<file path="config.mk">
export PLATFORM = sky130hd
export DESIGN_NAME = sprx_uart_rx
export DESIGN_NICKNAME = d
export VERILOG_FILES = /design/src/rtl/sprx_pkg.sv /design/src/rtl/sprx_tick.sv /design/src/rtl/sprx_sync.sv /design/src/rtl/sprx_frame.sv /design/src/rtl/sprx_buf.sv /design/src/rtl/sprx_uart_rx.sv
export SDC_FILE = /design/constraint.sdc
export NUM_CORES = 1
export LEC_CHECK = 0
export BUFFER_PORTS_ARGS = -buffer_cell sky130_fd_sc_hd__buf_4
export CAP_MARGIN = 20
export CORE_MARGIN = 2
export CORE_UTILIZATION = 62
export CTS_CLUSTER_DIAMETER = 100
export DETAILED_ROUTE_END_ITERATION = 7
export MAX_ROUTING_LAYER = met4
export PLACE_DENSITY = 0.86
export SYNTH_ARGS = -nofsm -noshare
export SYNTH_HDL_FRONTEND = slang
export SYNTH_SLANG_ARGS = --single-unit
</file>
<file path="constraint.sdc">
create_clock -name clk_i -period 6.3 [get_ports clk_i]
set_input_delay 1.26 -clock clk_i [delete_from_list [all_inputs] [get_ports clk_i]]
set_output_delay 1.26 -clock clk_i [all_outputs]
set_load 0.02 [all_outputs]
</file>
<file path="src/rtl/sprx_pkg.sv">
package sprx_pkg;
  localparam int DATA_W    = 8;
  localparam int OVS       = 3;
  localparam int FRAME_LEN = OVS * (DATA_W + 2) - 1;
  localparam int IDX_W     = $clog2(FRAME_LEN + 1);
  localparam int STOP_N    = OVS - 1;
endpackage

</file>
<file path="src/rtl/sprx_tick.sv">
module sprx_tick #(
  parameter int DIV_W = 16
) (
  input  logic             clk_i,
  input  logic             rst_ni,
  input  logic             en_i,
  input  logic [DIV_W-1:0] div_i,
  output logic             tick_o
);
  logic [DIV_W:0] cnt_q;
  logic [DIV_W:0] lim;

  assign lim    = {div_i, 1'b1};
  assign tick_o = en_i && (cnt_q == lim);

  always_ff @(posedge clk_i or negedge rst_ni) begin
    if (!rst_ni)                cnt_q <= '0;
    else if (!en_i || tick_o)   cnt_q <= '0;
    else                        cnt_q <= cnt_q + 1'b1;
  end


  tick_spacing_chk: assert property (@(posedge clk_i) disable iff (!rst_ni)
    tick_o |=> !tick_o);
endmodule

</file>
<file path="src/rtl/sprx_sync.sv">
module sprx_sync (
  input  logic clk_i,
  input  logic rst_ni,
  input  logic d_i,
  output logic q_o
);
  logic s1_q, s2_q;

  always_ff @(posedge clk_i or negedge rst_ni) begin
    if (!rst_ni) begin
      s1_q <= 1'b1;
      s2_q <= 1'b1;
    end else begin
      s1_q <= d_i;
      s2_q <= s1_q;
    end
  end

  assign q_o = s2_q;
endmodule

</file>
<file path="src/rtl/sprx_frame.sv">
module sprx_frame
  import sprx_pkg::*;
(
  input  logic              clk_i,
  input  logic              rst_ni,
  input  logic              en_i,
  input  logic              tick_i,
  input  logic              line_i,
  output logic              done_o,
  output logic [DATA_W-1:0] byte_o,
  output logic              ferr_o
);
  logic                 busy_q;
  logic [IDX_W-1:0]     idx_q;
  logic [FRAME_LEN-1:0] sh_q;
  logic [FRAME_LEN-1:0] nxt;
  logic [DATA_W-1:0]    bits;
  logic                 last;

  assign nxt  = {sh_q[FRAME_LEN-2:0], line_i};
  assign last = (idx_q == IDX_W'(FRAME_LEN - 1));

  // middle sample of each data bit, word taken MSB-first
  for (genvar i = 0; i < DATA_W; i++) begin : g_pick
    localparam int POS = FRAME_LEN - 1 - (OVS + OVS / 2 + OVS * i);
    assign bits[i] = nxt[POS];
  end

  always_ff @(posedge clk_i or negedge rst_ni) begin
    if (!rst_ni) begin
      busy_q <= 1'b0;
      idx_q  <= '0;
      sh_q   <= '1;
      done_o <= 1'b0;
      byte_o <= '0;
      ferr_o <= 1'b0;
    end else begin
      done_o <= 1'b0;
      if (!en_i) begin
        busy_q <= 1'b0;
        idx_q  <= '0;
      end else if (tick_i) begin
        if (!busy_q) begin
          if (!line_i) begin
            busy_q <= 1'b1;
            idx_q  <= IDX_W'(1);
            sh_q   <= {{(FRAME_LEN-1){1'b1}}, 1'b0};
          end
        end else begin
          sh_q  <= nxt;
          idx_q <= idx_q + 1'b1;
          if (last) begin
            busy_q <= 1'b0;
            idx_q  <= '0;
            done_o <= 1'b1;
            byte_o <= bits;
            ferr_o <= ~&nxt[STOP_N-1:0];
          end
        end
      end
    end
  end


  frame_len_chk: assert property (@(posedge clk_i) disable iff (!rst_ni)
    done_o |-> $past(idx_q) == IDX_W'(FRAME_LEN - 1));

  rearm_chk: assert property (@(posedge clk_i) disable iff (!rst_ni)
    done_o |-> !busy_q);

  disabled_idle_chk: assert property (@(posedge clk_i) disable iff (!rst_ni)
    !en_i |=> (!busy_q && !done_o));
endmodule

</file>
<file path="src/rtl/sprx_buf.sv">
module sprx_buf
  import sprx_pkg::*;
(
  input  logic              clk_i,
  input  logic              rst_ni,
  input  logic              done_i,
  input  logic [DATA_W-1:0] byte_i,
  input  logic              ferr_i,
  input  logic              rd_i,
  input  logic              ovr_clr_i,
  output logic              valid_o,
  output logic [DATA_W-1:0] data_o,
  output logic              ferr_o,
  output logic              ovr_o
);
  always_ff @(posedge clk_i or negedge rst_ni) begin
    if (!rst_ni) begin
      valid_o <= 1'b0;
      data_o  <= '0;
      ferr_o  <= 1'b0;
    end else if (done_i) begin
      valid_o <= 1'b1;
      data_o  <= byte_i;
      ferr_o  <= ferr_i;
    end else if (rd_i) begin
      valid_o <= 1'b0;
    end
  end

  always_ff @(posedge clk_i or negedge rst_ni) begin
    if (!rst_ni)                          ovr_o <= 1'b0;
    else if (done_i && valid_o && !rd_i)  ovr_o <= 1'b1;
    else if (ovr_clr_i)                   ovr_o <= 1'b0;
  end


  ovr_set_chk: assert property (@(posedge clk_i) disable iff (!rst_ni)
    (done_i && valid_o && !rd_i) |=> ovr_o);

  ovr_sticky_chk: assert property (@(posedge clk_i) disable iff (!rst_ni)
    (ovr_o && !ovr_clr_i) |=> ovr_o);

  valid_hold_chk: assert property (@(posedge clk_i) disable iff (!rst_ni)
    (valid_o && !rd_i) |=> (valid_o && (done_i || $stable(data_o))) or (valid_o && $past(done_i)));
endmodule

</file>
<file path="src/rtl/sprx_uart_rx.sv">
module sprx_uart_rx
  import sprx_pkg::*;
#(
  parameter int DIV_W = 16
) (
  input  logic              clk_i,
  input  logic              rst_ni,
  input  logic              en_i,
  input  logic [DIV_W-1:0]  div_i,
  input  logic              rx_i,
  input  logic              rd_i,
  input  logic              ovr_clr_i,
  output logic [DATA_W-1:0] data_o,
  output logic              valid_o,
  output logic              ferr_o,
  output logic              ovr_o
);
  logic              tick;
  logic              line;
  logic              done;
  logic [DATA_W-1:0] byte_w;
  logic              ferr_w;

  sprx_tick #(.DIV_W(DIV_W)) u_tick (
    .clk_i (clk_i), .rst_ni (rst_ni), .en_i (en_i), .div_i (div_i), .tick_o (tick)
  );

  sprx_sync u_sync (
    .clk_i (clk_i), .rst_ni (rst_ni), .d_i (rx_i), .q_o (line)
  );

  sprx_frame u_frame (
    .clk_i (clk_i), .rst_ni (rst_ni), .en_i (en_i), .tick_i (tick), .line_i (line),
    .done_o (done), .byte_o (byte_w), .ferr_o (ferr_w)
  );

  sprx_buf u_buf (
    .clk_i (clk_i), .rst_ni (rst_ni), .done_i (done), .byte_i (byte_w), .ferr_i (ferr_w),
    .rd_i (rd_i), .ovr_clr_i (ovr_clr_i),
    .valid_o (valid_o), .data_o (data_o), .ferr_o (ferr_o), .ovr_o (ovr_o)
  );
endmodule

</file>
==> impl_metrics.py, run 1 <==
metrics = {
    "cells_and_area": {
        "layout_commonest_cell": "dfrtp_1",
        "drive_gt1_frac": 0.343,
        "antenna_cells": 0,
        "syn2layout_area_growth_pct": 16.0,
        "fill_cells": 332,
        "layout.nets": 309,
        "final_cell_mix": "dfrtp_1 (44), buf_4 (33), dfstp_2 (26)",
    },
    "setup_path": {
        "crit_path_max_fanout": 24,
        "arrival_ps": 3190,
        "crit_chain": "buf_4 -> xor2_1 -> nor4_1 -> nand2_1 -> or3_1 -> o22a_1",
        "crit_type": "primary input to flip-flop",
        "worst_setup_path_start_kind": "primary input",
        "reg2reg_from": "u_tick.cnt_q[1]",
        "cp_data_required_time_ps": 6550,
        "cp_slowest_cell": "or3_1",
        "critical-path-max-stage-delay_ps": 750,
        "r2r_slack_ps": 3940,
        "end_kind": "flip-flop",
        "reg2reg_to": "u_frame.sh_q[21]",
        "r2r_cells": 5,
    },
    "sta": {
        "fin_tns_setup_ps": 0,
        "report.final.slew_viol_count": 0,
        "setup_ws_ps": 3370,
        "finalClockSkew_ps": 5.92,
        "setup_viol": 0,
        "fin_crit_sh": 0.466,
        "worstMarginPinSlew_ps": 1030,
        "fmax_mhz": 341,
        "finalHoldViolations": 0,
        "maxSlewHeadroom": 0.309,
        "rsz0062_at_grt": "no",
        "min_period_ps": 2930,
    },
    "placement": {
        "dpl.hpwl_um": 3560,
        "gp_congestion": 0.898,
        "pre_cts_ws_ps": 3040,
        "io_buffers": 32,
    },
    "clocking": {
        "hold_buffers": 0,
        "clk_pin_slew_ps": 70,
        "clockBufferDepth": 2,
        "cts.sinks": 70,
        "post_cts_buffers": 0,
        "ctsResizeCount": 0,
        "cts_max_level": 3,
        "clock_latency_ps": 330,
        "cts_tree": "built",
        "cts_buffers": 9,
        "clock-root-buffer": "clkbuf_8",
    },
    "detailed_routing": {
        "drt-vias-per-instance": 5.59,
        "finalWirelength_um": 5370,
        "drc": 0,
        "wire_per_inst_um": 15.1,
        "dr_total_vias": 1989,
        "first_pass_iters": 4,
        "drtAntennaViolNets": 0,
        "initialDrtViolationCount": 114,
    },
    "floorplanning": {
        "rows": 25,
        "die_x_um": 74.8,
        "die_y_um": 74.8,
        "pin_count": 33,
        "die_area_um2": 5600,
        "core_area_um2": 4790,
        "start_util": 0.650,
    },
    "power": {
        "ir_worst_vdd_mv": 0.142,
        "leakage_nw": 1.62,
        "power.density_nw_per_um2": 242,
    },
    "global_route": {
        "grt_usage": 0.229,
        "grt_overflow_total": 0,
        "grt_max_degree": 71,
        "first_global_vias": 1977,
        "grt_pass1_wl_um": 9090,
        "antenna_found_initial": 0,
    },
    "synthesis": {
        "ys_warn_count": 0,
        "yosysSeqAreaShare": 0.573,
        "synth_flop_cell": "dfrtp_1",
        "netlist_area_um2": 3110,
        "synthCells": 252,
        "syn_nets": 277,
        "syn_area_per_cell_um2": 12.3,
        "synthArstFlopShare": 1.00,
        "ys_ff_latch": 70,
        "ys_types": 42,
        "synth_edf_count": 0,
    },
    "worst_hold_path": {
        "worstHoldStart": "u_sync.s1_q",
        "hold_end": "u_sync.q_o",
        "worst_hold_path_type": "flip-flop to flip-flop",
        "holdPathStages": 0,
    },
    "job": {
        "drv_cap": 0,
    },
    "outcome": {
        "status": "finished, final reports clean",
    },
}
critical path, delay by kind of cell:
| kind | cells | cell delay [ps] |
|---|---|---|
| and+or+nand+nor | 3 | 1330 |
| buffers and inverters | 1 | 110 |
| AOI/OAI and AO/OA | 1 | 330 |
| xor gates and xnor gates | 1 | 150 |
how the worst max path moves through the flow:
stage / startpoint / end / slack [ps]
2_1_floorplan: div_i[2] / u_frame.byte_o[0] / 3270
3_3_place_gp: div_i[11] / u_frame.byte_o[5] / 3070
3_5_place_dp: div_i[3] / u_frame.byte_o[7] / 3040
4_1_cts: div_i[3] / u_frame.sh_q[21] / 3370
5_1_grt: div_i[3] / u_tick.cnt_q[3] / 3080
6_report: div_i[3] / u_frame.sh_q[21] / 3370
metal layers:
| layer | share of wire | track usage | up-vias |
|---|---|---|---|
| li1 | - | - | 961 |
| met1 | 0.46 | 0.289 | 957 |
| met2 | 0.48 | 0.340 | 59 |
| met3 | 0.045 | 0.0696 | 12 |
| met4 | 0.022 | 0.105 | 0 |
| met5 | 0 | - | - |
Yosys cell counts, types with 2 or more instances:
cell | n | area (um2)
dfrtp_1 | 44 | 1100
dfstp_2 | 26 | 683
o22a_1 | 23 | 201
nor2_1 | 21 | 78.8
xor2_1 | 17 | 149
nand2_1 | 15 | 56.3
xnor2_1 | 14 | 123
mux2_2 | 9 | 101
mux2_4 | 9 | 135
nand3_1 | 8 | 40.0
clkbuf_1 | 6 | 22.5
nand4_1 | 6 | 37.5
inv_1 | 5 | 18.8
nor3_1 | 5 | 25.0
buf_2 | 4 | 20.0
and3_1 | 3 | 18.8
ha_1 | 3 | 37.5
a31oi_1 | 2 | 12.5
a32o_1 | 2 | 20.0
and2_1 | 2 | 12.5
and4_1 | 2 | 17.5
o21a_1 | 2 | 15.0
o21ai_1 | 2 | 10.0
o22ai_1 | 2 | 12.5
or3_1 | 2 | 12.5
or3_2 | 2 | 15.0
where the power goes:
group / switching (W) / total (W) / internal [W]
registers: 0.00000361 / 0.000456 / 0.000453
clock network: 0.000158 / 0.000385 / 0.000226
logic: 0.0000178 / 0.0000322 / 0.0000144
cells by family after synthesis:
family | count (synthesis) | synth area share
AND/OR/NAND/NOR | 73 | 0.120
flip-flops | 70 | 0.573
AO/OA/AOI/OAI | 39 | 0.103
XOR/XNOR | 31 | 0.0873
multiplexers | 19 | 0.0792
buffers and inverters | 17 | 0.0249
adder cells (fa/ha/maj) | 3 | 0.0121
metrics by stage:
stage,hold WS (ps),cells,util,total power [W],area [um2]
2_1_floorplan,345,252,-,0.000475,3110
3_3_place_gp,346,340,0.708,0.000497,3390
3_5_place_dp,353,340,0.708,0.000497,3390
5_1_grt,367,356,0.754,0.000905,3610
6_report,361,356,0.754,0.000873,3610
4_1_cts,363,356,0.754,0.000882,3610
state kept, by name (all words and copies together), names as in the netlist, 5 cells and up:
register,flops
u_tick.cnt_q,17
u_frame.byte_o,8
u_buf.data_o,8
u_frame.sh_q,24
u_frame.idx_q,5
area by class of cell:
| cell class | instances | area [um2] | share of cell area |
|---|---|---|---|
| flip-flops and latches | 70 | 1780 | 0.494 |
| inverters | 5 | 18.8 | 0.00520 |
| multi-input cells | 165 | 1250 | 0.348 |
| well taps | 67 | 83.8 | 0.0232 |
| repair buffers | 33 | 248 | 0.0686 |
| clock inverters | 2 | 37.5 | 0.0104 |
| clock buffers | 14 | 183 | 0.0506 |
Power figures use the tool's default switching activity.
==> run 2, diff against run 1 <==
Settings changed: ABC_AREA set to 1, CORE_UTILIZATION 62 to 54, PLACE_DENSITY 0.86 to 0.79.
Clock period 6.3 ns to 2.5 ns, I/O delays scaled along.
==> run 2 against run 1 <==
Area after synthesis grew 31%. Sequential power increased to 2.5 times the previous value. Worst hold slack got worse by 110 ps. Via count rose by 76%. Largest power group unchanged. Power rose to 2.5 times the previous value. Die area up 47%. Clock skew up 1.8 ps. Sequential share of layout area is 10 points lower. Global-route usage rose by 0.35 points.
==> impl_metrics.py, run 2 <==
metrics = {
    "clocking": {
        "hold_buffers": 0,
        "clk_pin_slew_ps": 80,
        "clock_latency_ps": 350,
        "cts_tree": "built",
        "post_cts_buffers": 0,
        "ctsResizeCount": 0,
        "cts_max_level": 3,
        "clock-root-buffer": "clkbuf_8",
        "clockBufferDepth": 2,
        "cts_buffers": 9,
        "cts.sinks": 70,
    },
    "sta": {
        "finalHoldViolations": 0,
        "worstMarginPinSlew_ps": 853,
        "finalClockSkew_ps": 7.74,
        "maxSlewHeadroom": 0.432,
        "rsz0062_at_grt": "no",
        "setup_viol": 0,
        "min_period_ps": 1960,
        "fin_crit_sh": 0.783,
        "fin_tns_setup_ps": 0,
        "report.final.slew_viol_count": 0,
        "fmax_mhz": 511,
    },
    "synthesis": {
        "synthTopCellsByArea": "dfrtp_1 (27%), nand2_1 (21%), dfstp_2 (17%)",
        "synth_edf_count": 0,
        "syn_nets": 586,
        "synth-xor-area-share": 0.0193,
        "muxShareOfSynthArea": 0,
        "ys_types": 33,
        "synthArstFlopShare": 1.00,
        "synth_top_family_by_area": "simple AND/OR/NAND/NOR gates",
        "ys_warn_count": 0,
        "synth.top_cell.area_share": 0.270,
        "synth-adder-area-share": 0.00921,
        "yosysMostFrequentCell": "nand2_1",
        "syn_area_per_cell_um2": 7.26,
        "synth_compound_area_frac": 0.0255,
        "synthCells": 561,
        "ys_ff_latch": 70,
        "yosysSeqAreaShare": 0.438,
        "synth_flop_cell": "dfrtp_1",
        "synthSimpleGateAreaFrac": 0.416,
        "synth_top_area_cell": "dfrtp_1",
        "netlist_area_um2": 4080,
        "ys_top_cells_by_count": "nand2_1 (230), inv_1 (56), nor2_1 (54)",
    },
    "placement": {
        "dpl.hpwl_um": 6340,
        "io_buffers": 32,
        "gp_congestion": 0.920,
    },
    "global_route": {
        "grt_pass1_wl_um": 15200,
        "first_global_vias": 3325,
        "grt_max_degree": 71,
        "grt_usage": 0.232,
        "grt_overflow_total": 0,
        "antenna_found_initial": 0,
    },
    "cells_and_area": {
        "layout.nets": 615,
        "fin_util": 0.623,
        "top_regs": "u_frame.sh_q: 24 flops, u_tick.cnt_q: 17 flops",
        "antenna_cells": 0,
        "multiInputGateArea_um2": 1920,
        "drive_gt1_frac": 0.229,
        "final_cell_mix": "nand2_1 (230), inv_1 (56), nor2_1 (54)",
        "syn2layout_area_growth_pct": 11.4,
        "fill_cells": 672,
        "top_register": "u_frame.sh_q",
        "layout_commonest_cell": "nand2_1",
        "seqCellArea_um2": 1780,
        "largest_reg_flops": 24,
    },
    "floorplanning": {
        "die_x_um": 90.9,
        "die_area_um2": 8260,
        "rows": 31,
        "pin_count": 33,
        "die_y_um": 90.9,
        "start_util": 0.559,
        "core_area_um2": 7290,
    },
    "power": {
        "power.density_nw_per_um2": 487,
        "ir_worst_vdd_mv": 0.424,
        "power_w": 0.00221,
        "leakage_nw": 2.30,
    },
    "outcome": {
        "status": "finished, final reports clean",
    },
    "detailed_routing": {
        "drt-vias-per-instance": 5.05,
        "finalWirelength_um": 8700,
        "wire_per_inst_um": 12.5,
        "drtAntennaViolNets": 0,
        "initialDrtViolationCount": 254,
        "dr_total_vias": 3504,
        "drc": 0,
        "first_pass_iters": 5,
    },
    "setup_path": {
        "crit_path_max_fanout": 12,
        "arrival_ps": 2190,
        "crit_type": "flip-flop to flip-flop",
        "cp_slowest_cell": "dfrtp_1",
        "critical-path-max-stage-delay_ps": 450,
        "end_kind": "flip-flop",
        "cp_data_required_time_ps": 2730,
        "cp_common_cell": "nand2_1",
        "worst_setup_path_start_kind": "flip-flop",
        "crit_chain": "inv_2 -> nand2_2 -> nand2_1 -> nor2_1 -> nand2_1 -> nor2_1 -> nand3b_1 -> nand2_1 -> buf_4 -> nor3b_1",
    },
    "job": {
        "drv_cap": 0,
    },
    "worst_hold_path": {
        "worst_hold_path_type": "primary input to asynchronous set/reset pin",
    },
}
-- run 2: cell types whose count changed in the layout (fill, tap and decap cells not counted), sizes merged, moves of 16 or more --
cell,previous run,this run
o22a,23,0
mux2,18,0
or2,0,16
inv,5,70
nand4,6,30
nor2,21,62
nand2,15,238
-- run 2: metal layers --
metal | global-route usage | routed length, um | part of all wire | vias up
met5 | - | 0 | 0 | -
met4 | 0.0530 | 56 | 0.0064 | 0
met3 | 0.0518 | 392 | 0.045 | 5
met2 | 0.366 | 4180 | 0.48 | 81
met1 | 0.310 | 4070 | 0.47 | 1619
li1 | - | - | - | 1799
-- run 2: stage by stage --
step           area [um2]  hold WS [ps]  instances  setup WS [ps]
3_3_place_gp         4340           346        678            425
4_1_cts              4540           244        694            587
5_1_grt              4540           231        694            389
2_1_floorplan        4080           204        561            925
6_report             4540           252        694            542
3_5_place_dp         4340           349        678            432
-- run 2: power by group --
part	total [W]	internal, W	switching [W]
registers	0.00115	0.00114	0.00000768
logic	0.000162	0.0000541	0.000108
clock network	0.000900	0.000461	0.000439
total	0.00221	0.00166	0.000555
-- run 2: cells by family (layout without fill, tap and decap cells) --
kind of cell               after synthesis  after routing
and+or+nand+nor                        378            378
buffers and inverters                   86            120
DFF                                     70             70
AOI/OAI and AO/OA                       15             15
xor gates and xnor gates                 9              9
adders and majority gates                3              3
-- run 2: worst max-delay path, delay by kind of cell (launching register included) --
kind	cells	cell delay (ps)
buf+inv	2	350
flops	1	450
simple gates	8	1030
-- run 2: path summary, 6_finish.rpt --
check                      cells past startpoint        startpoint  slack (ps)          endpoint
hold / removal                                 1            rst_ni         250  u_frame.idx_q[2]
max in group asynchronous                      1            rst_ni        1680  u_tick.cnt_q[16]
min in group clk_i                             1              rx_i         260       u_sync.s1_q
setup reg to reg                              10  u_tick.cnt_q[12]         540   u_tick.cnt_q[4]
setup / recovery                              10  u_tick.cnt_q[12]         540   u_tick.cnt_q[4]
hold reg to reg                                0       u_sync.s1_q         360        u_sync.q_o
-- run 2: cell type report --
class | instances | area share
sequential | 70 | 0.393
clock inverter | 7 | 0.0165
timing repair buffer | 34 | 0.0562
tap | 99 | 0.0273
inverter | 70 | 0.0579
multi-input combinational | 405 | 0.422
clock buffer | 9 | 0.0273
